<file path="config.mk">
export PLATFORM = sky130hd
export DESIGN_NAME = hazard_bypass_unit
export DESIGN_NICKNAME = d
export VERILOG_FILES = /design/src/rtl/hzu_pkg.sv /design/src/rtl/hzu_slot_pipe.sv /design/src/rtl/hzu_src_pick.sv /design/src/rtl/hzu_hold_detect.sv /design/src/rtl/hazard_bypass_unit.sv
export SDC_FILE = /design/constraint.sdc
export NUM_CORES = 1
export LEC_CHECK = 0
export ABC_AREA = 1
export BUFFER_PORTS_ARGS = -buffer_cell sky130_fd_sc_hd__buf_2
export CORE_AREA = 2 2 66 84
export DETAILED_ROUTE_END_ITERATION = 10
export DIE_AREA = 0 0 68 86
export HOLD_SLACK_MARGIN = 0.15
export PLACE_DENSITY_LB_ADDON = 0.2
export SETUP_SLACK_MARGIN = 0.4
export SLEW_MARGIN = 5
export SYNTH_ARGS = -nofsm -noshare
export SYNTH_HDL_FRONTEND = slang
export SYNTH_SLANG_ARGS = --single-unit
</file>
<file path="constraint.sdc">
create_clock -name clk_i -period 1.7 [get_ports clk_i]
set_input_delay 0.34 -clock clk_i [delete_from_list [all_inputs] [get_ports clk_i]]
set_output_delay 0.34 -clock clk_i [all_outputs]
set_load 0.05 [all_outputs]
</file>
<file path="src/rtl/hzu_pkg.sv">
package hzu_pkg;

  localparam int unsigned REG_AW  = 5;  // register number width
  localparam int unsigned N_TRACK = 3;  // tracked stages: EX, MEM, WB
  localparam int unsigned N_OPER  = 2;  // execute operands
  localparam int unsigned SEL_W   = 2;

  typedef logic [REG_AW-1:0] reg_idx_t;

  typedef enum logic [SEL_W-1:0] {
    SRC_RF  = 2'b00,
    SRC_WB  = 2'b01,
    SRC_MEM = 2'b10
  } src_sel_e;

  typedef struct packed {
    logic     valid;
    reg_idx_t rs1;
    logic     rs1_used;
    reg_idx_t rs2;
    logic     rs2_used;
    reg_idx_t rd;
    logic     wr_en;
    logic     is_load;
    logic     is_store;
  } slot_t;

  // True when slot s will deliver a new value for register r.
  function automatic logic slot_writes(slot_t s, reg_idx_t r);
    return s.valid && s.wr_en && (s.rd != '0) && (s.rd == r);
  endfunction

endpackage

</file>
<file path="src/rtl/hzu_slot_pipe.sv">
module hzu_slot_pipe
  import hzu_pkg::*;
#(
  parameter int unsigned DEPTH = N_TRACK
) (
  input  logic                  clk_i,
  input  logic                  rst_ni,
  input  slot_t                 id_slot_i,
  input  logic                  inject_i,
  output slot_t [DEPTH-1:0]     slot_o
);

  slot_t [DEPTH-1:0] slot_d;
  slot_t [DEPTH-1:0] slot_q;

  always_comb begin
    slot_d[0] = (inject_i || !id_slot_i.valid) ? '0 : id_slot_i;
    for (int i = 1; i < DEPTH; i++) begin
      slot_d[i] = slot_q[i-1];
    end
  end

  for (genvar g = 0; g < DEPTH; g++) begin : g_stage
    always_ff @(posedge clk_i or negedge rst_ni) begin
      if (!rst_ni) slot_q[g] <= '0;
      else         slot_q[g] <= slot_d[g];
    end
  end

  assign slot_o = slot_q;

  // an injected bubble carries no write or load into execute
  a_r9_bubble_empty: assert property (@(posedge clk_i) disable iff (!rst_ni)
    inject_i |=> (!slot_q[0].wr_en && !slot_q[0].is_load));

endmodule

</file>
<file path="src/rtl/hzu_src_pick.sv">
module hzu_src_pick
  import hzu_pkg::*;
(
  input  logic     bypass_en_i,
  input  logic     used_i,
  input  reg_idx_t rs_i,
  input  slot_t    mem_slot_i,
  input  slot_t    wb_slot_i,
  output src_sel_e sel_o
);

  logic mem_hit;
  logic wb_hit;

  // Load data is not ready at the end of execute, so a load in MEM is skipped.
  assign mem_hit = slot_writes(mem_slot_i, rs_i) && !mem_slot_i.is_load;
  assign wb_hit  = slot_writes(wb_slot_i, rs_i);

  always_comb begin
    sel_o = SRC_RF;
    if (bypass_en_i && used_i) begin
      if (mem_hit)     sel_o = SRC_MEM;  // younger result first
      else if (wb_hit) sel_o = SRC_WB;
    end
  end

endmodule

</file>
<file path="src/rtl/hzu_hold_detect.sv">
module hzu_hold_detect
  import hzu_pkg::*;
(
  input  logic  clk_i,
  input  logic  rst_ni,
  input  logic  bypass_en_i,
  input  slot_t id_slot_i,
  input  slot_t ex_slot_i,
  input  slot_t mem_slot_i,
  output logic  hold_o
);

  logic use_hit1_ld, use_hit2_ld;
  logic wait_hit1, wait_hit2;
  logic hold_bypass, hold_nobypass;

  always_comb begin
    // bypass on: only a load one stage ahead is too late
    use_hit1_ld = id_slot_i.rs1_used && ex_slot_i.is_load &&
                  slot_writes(ex_slot_i, id_slot_i.rs1);
    // store data is picked up later in the memory stage
    use_hit2_ld = id_slot_i.rs2_used && ex_slot_i.is_load && !id_slot_i.is_store &&
                  slot_writes(ex_slot_i, id_slot_i.rs2);
    // bypass off: any producer not yet in writeback
    wait_hit1   = id_slot_i.rs1_used &&
                  (slot_writes(ex_slot_i, id_slot_i.rs1) ||
                   slot_writes(mem_slot_i, id_slot_i.rs1));
    wait_hit2   = id_slot_i.rs2_used &&
                  (slot_writes(ex_slot_i, id_slot_i.rs2) ||
                   slot_writes(mem_slot_i, id_slot_i.rs2));
    hold_bypass   = use_hit1_ld || use_hit2_ld;
    hold_nobypass = wait_hit1 || wait_hit2;
    hold_o = id_slot_i.valid && (bypass_en_i ? hold_bypass : hold_nobypass);
  end

  // with bypass on a hold never lasts beyond one cycle
  a_r2_single_hold: assert property (@(posedge clk_i) disable iff (!rst_ni)
    (bypass_en_i && hold_o) |=> (!hold_o || !bypass_en_i));

  // register 0 sources never hold
  a_r5_zero_no_hold: assert property (@(posedge clk_i) disable iff (!rst_ni)
    ((id_slot_i.rs1 == '0 || !id_slot_i.rs1_used) &&
     (id_slot_i.rs2 == '0 || !id_slot_i.rs2_used)) |-> !hold_o);

  // an empty decode slot never holds
  a_r10_idle_no_hold: assert property (@(posedge clk_i) disable iff (!rst_ni)
    !id_slot_i.valid |-> !hold_o);

endmodule

</file>
<file path="src/rtl/hazard_bypass_unit.sv">
module hazard_bypass_unit
  import hzu_pkg::*;
(
  input  logic              clk_i,
  input  logic              rst_ni,
  input  logic              bypass_en_i,
  input  logic              id_valid_i,
  input  logic [REG_AW-1:0] id_rs1_i,
  input  logic              id_rs1_used_i,
  input  logic [REG_AW-1:0] id_rs2_i,
  input  logic              id_rs2_used_i,
  input  logic [REG_AW-1:0] id_rd_i,
  input  logic              id_wr_en_i,
  input  logic              id_load_i,
  input  logic              id_store_i,
  output logic              hold_o,
  output logic              bubble_o,
  output logic [SEL_W-1:0]  ex_opa_sel_o,
  output logic [SEL_W-1:0]  ex_opb_sel_o,
  output logic              mem_st_sel_o
);

  localparam int unsigned EX_IDX  = 0;
  localparam int unsigned MEM_IDX = 1;
  localparam int unsigned WB_IDX  = 2;

  slot_t                 id_slot;
  slot_t [N_TRACK-1:0]   trk;
  slot_t                 ex_s, mem_s, wb_s;
  logic                  hold;
  reg_idx_t              op_rs   [N_OPER];
  logic                  op_used [N_OPER];
  src_sel_e              op_sel  [N_OPER];

  always_comb begin
    id_slot.valid    = id_valid_i;
    id_slot.rs1      = id_rs1_i;
    id_slot.rs1_used = id_rs1_used_i;
    id_slot.rs2      = id_rs2_i;
    id_slot.rs2_used = id_rs2_used_i;
    id_slot.rd       = id_rd_i;
    id_slot.wr_en    = id_wr_en_i;
    id_slot.is_load  = id_load_i;
    id_slot.is_store = id_store_i;
  end

  hzu_hold_detect u_hold (
    .clk_i       (clk_i),
    .rst_ni      (rst_ni),
    .bypass_en_i (bypass_en_i),
    .id_slot_i   (id_slot),
    .ex_slot_i   (ex_s),
    .mem_slot_i  (mem_s),
    .hold_o      (hold)
  );

  hzu_slot_pipe #(.DEPTH(N_TRACK)) u_pipe (
    .clk_i     (clk_i),
    .rst_ni    (rst_ni),
    .id_slot_i (id_slot),
    .inject_i  (hold),
    .slot_o    (trk)
  );

  assign ex_s  = trk[EX_IDX];
  assign mem_s = trk[MEM_IDX];
  assign wb_s  = trk[WB_IDX];

  assign op_rs[0]   = ex_s.rs1;
  assign op_used[0] = ex_s.rs1_used;
  assign op_rs[1]   = ex_s.rs2;
  assign op_used[1] = ex_s.rs2_used;

  for (genvar g = 0; g < N_OPER; g++) begin : g_oper
    hzu_src_pick u_pick (
      .bypass_en_i (bypass_en_i),
      .used_i      (op_used[g]),
      .rs_i        (op_rs[g]),
      .mem_slot_i  (mem_s),
      .wb_slot_i   (wb_s),
      .sel_o       (op_sel[g])
    );
  end

  assign hold_o       = hold;
  assign bubble_o     = hold;
  assign ex_opa_sel_o = op_sel[0];
  assign ex_opb_sel_o = op_sel[1];
  assign mem_st_sel_o = bypass_en_i && mem_s.valid && mem_s.is_store &&
                        mem_s.rs2_used && slot_writes(wb_s, mem_s.rs2);

  // no bypass select while bypass is off
  a_r7_rf_only: assert property (@(posedge clk_i) disable iff (!rst_ni)
    !bypass_en_i |-> (ex_opa_sel_o == SRC_RF && ex_opb_sel_o == SRC_RF && !mem_st_sel_o));

  // the memory-stage source is never a load still fetching data
  a_r3_mem_src_alu: assert property (@(posedge clk_i) disable iff (!rst_ni)
    (ex_opa_sel_o == SRC_MEM) |-> (mem_s.valid && !mem_s.is_load));

  // the older writeback result is not taken while memory stage has a newer one
  a_r4_younger_wins: assert property (@(posedge clk_i) disable iff (!rst_ni)
    (ex_opb_sel_o == SRC_WB) |-> !(slot_writes(mem_s, ex_s.rs2) && !mem_s.is_load));

  // register 0 is never bypassed
  a_r5_zero_rf: assert property (@(posedge clk_i) disable iff (!rst_ni)
    (ex_s.rs1 == '0) |-> (ex_opa_sel_o == SRC_RF));

endmodule

</file>
==> metrics.cfg <==
[timing]
clock.fmax_ghz = 0.4561
worst_pin_slew_ns = 0.5400
tns_ns = -7.610
hold_ws_ns = 0.2494
maxSlewHeadroom_pct = 64.00
period_share_pct = 129.0
hold_viol = 0
rsz0062_at_grt = true
setup_slack_ns = -0.4924
skew_ns = 0.003390
min_period_ns = 2.192
slew_violations = 0
setup_viol = 28

[place]
place_area_um2 = 2644
hpwl_um = 3643
io_buffers = 30
pre_cts_slack_ns = -0.3017
gp_congestion = 0.8339
place_inst = 359

[worst_setup_path]
crit_path_start_kind = flop
end_kind = output pin
r2r-start = u_pipe.slot_o[4]$_DFF_PN0_
r2r_cells = 14
cp_cell_sequence = xnor2_1, nand2_1, nor2_1, nand3_1, nand2_1, nand2_1, nand2_1, nand2_2, a21boi_4, buf_6
reg2reg_setup_slack_ns = -0.23
path_max_fanout = 5
crit_arrival_ns = 1.85
worstReg2RegEnd = u_pipe.slot_o[5]$_DFF_PN0_
critPathMostFrequentCell = nand2_1
crit_type = flop to output pin
critPathRequiredTime_ns = 1.36
cp_slowest_cell = dfrtp_2
max_stage_delay_ns = 0.45

[global_route]
grt_overflow_total = 0
grt_use_total_pct = 19.09
grt_pass1_wl_um = 8135
grt_pass1_vias = 1766
grt_max_degree = 44
antenna_found_initial = 0

[detailed_routing]
drc = 0
wire_per_inst_um = 12.69
dr.pass1.iters = 4
avgViaCountPerCell = 4.614
totalWireLength_um = 4735
ant_nets = 0
via_count = 1721
drt_iter0_markers = 35

[cts]
cts_tree = done
insertion_delay_ns = 0.30
cts_root_buf = clkbuf_8
clk_pin_slew_ns = 0.09
cts_made_buffers = 5
cts_max_level = 2
cts_buffer_depth = 2
clock-sinks = 43

[outcome]
status = complete, but fails checks
violations = setup timing

[power]
vdd_drop_max_mv = 0.7020
p_clk_share_pct = 31.0
p_leak_nw = 1.484
p_comb_share_pct = 16.6
switchingPower_mw = 0.6145
switching_share_pct = 28.48
power.density_nw_per_um2 = 732.0
p_int_mw = 1.543
pwr-share-seq_pct = 52.4

[synthesis]
synth_cell_types = 25
synth_area_per_cell_um2 = 8.816
synth_area_um2 = 2116
synth_seq_cells = 43
seq_area_frac_synth_pct = 50.86
syn_inst = 240
yosys_warnings = 0
synth_fp_nets = 264

[final_layout]
fin_cells = 373
largest_reg_flops = 43
num_antenna_cells = 0
drive_gt1_share_pct = 41.80
layout.nets = 334
stdcell_area_um2 = 2948
area_growth_pct = 39.33
final_common_cell = inv_1
final.fill_count = 460
layout_common_cells = inv_1, dfrtp_1, nand2_1

[die]
die_h_um = 86
start_util_pct = 42.25
row_count = 29
dieArea_um2 = 5848
ios = 31
die_x_um = 68
core_um2 = 5007

[worst_hold_path]
hold_depth = 3
min-delay-start = id_load_i
hold_path.class = input port to flop
holdPathEnd = u_pipe.slot_o[1]$_DFF_PN0_

[job]
drv_cap = 0

-- power groups by stage --
stage | combinational, mW | sequential [mW] | clock, mW
floorplan | 0.189 | 1.13 | 0
global placement | 0.318 | 1.15 | 0
detailed placement | 0.324 | 1.15 | 0
CTS | 0.352 | 1.13 | 0.694
global route | 0.400 | 1.14 | 0.739
finish | 0.358 | 1.13 | 0.668
-- synthesized netlist by cell type --
cell | count | area share [%]
dfrtp_1 | 43 | 51
inv_1 | 40 | 7.1
nand2_1 | 35 | 6.2
nor2_1 | 30 | 5.3
nor2_2 | 17 | 5.0
xor2_1 | 15 | 6.2
nand3_1 | 11 | 2.6
o21ai_0 | 11 | 2.6
xnor2_1 | 9 | 3.7
nor4_1 | 5 | 1.5
buf_6 | 4 | 2.1
a21oi_1 | 3 | 0.71
nand3_2 | 2 | 0.95
nand4_1 | 2 | 0.59
nor2_4 | 2 | 1.1
or2_2 | 2 | 0.59
a21boi_0 | 1 | 0.35
a221oi_1 | 1 | 0.41
buf_4 | 1 | 0.35
inv_2 | 1 | 0.18
nand2_2 | 1 | 0.30
nor3_1 | 1 | 0.24
nor3b_1 | 1 | 0.35
o21bai_1 | 1 | 0.35
o22ai_1 | 1 | 0.30
-- timing repair --
item                       CTS  global route
resized for setup           33            13
hold endpoints to repair    43             0
setup buffers                1             3
gates cloned                 1             0
setup endpoints to repair   28            28
pin swaps                   12             5
hold buffers                 1             0
-- stage by stage --
stage	total power [mW]	util, %
6_report	2.158	58.87
5_1_grt	2.278	58.87
4_1_cts	2.176	57.62
3_5_place_dp	1.473	52.80
3_3_place_gp	1.463	52.80
2_1_floorplan	1.321	-
-- critical path, delay by kind of cell (launching register included) --
kind	cells	cell delay, ns
AOI/OAI and AO/OA	1	0.17
xor gates and xnor gates	1	0.17
buffers and inverters	1	0.19
DFF	1	0.45
and+or+nand+nor	7	0.59
-- layer usage --
metal	global-route usage, %	share of wire, %	vias to the layer above
li1	-	-	867
met4	8.727	2.7	0
met3	2.887	2.5	11
met2	34.07	56	31
met5	0	0	-
met1	21.72	38	812
-- cell type report --
cell class              instances  area [um2]  area share, %
inverters                      41       153.9          5.221
well taps                      62       77.57          2.632
repair buffers                 68       551.8          18.72
clock buffers                   5       68.82          2.334
flip-flops and latches         43        1086          36.84
clock inverters                 3       23.77         0.8065
multi-input cells             151       985.9          33.45
-- how the worst max path moves through the flow --
stage	from	end	slack, ns	depth (start not counted)
3_5_place_dp	u_pipe.slot_o[13]$_DFF_PN0_	ex_opb_sel_o[0]	-0.30	6
4_1_cts	u_pipe.slot_o[4]$_DFF_PN0_	hold_o	-0.49	10
3_3_place_gp	id_rs1_i[1]	hold_o	-0.26	11
5_1_grt	u_pipe.slot_o[3]$_DFF_PN0_	bubble_o	-0.63	10
6_report	u_pipe.slot_o[4]$_DFF_PN0_	bubble_o	-0.49	10
2_1_floorplan	u_pipe.slot_o[24]$_DFF_PN0_	hold_o	-0.29	11
-- cell families (layout without fill, tap and decap cells) --
group,after synthesis,in the layout,synth area share (%)
compound gates,18,18,4.731
xor+xnor,24,24,9.935
buf+inv,46,117,9.757
flops,43,43,50.86
simple gates,109,109,24.72
Power figures use the tool's default switching activity.
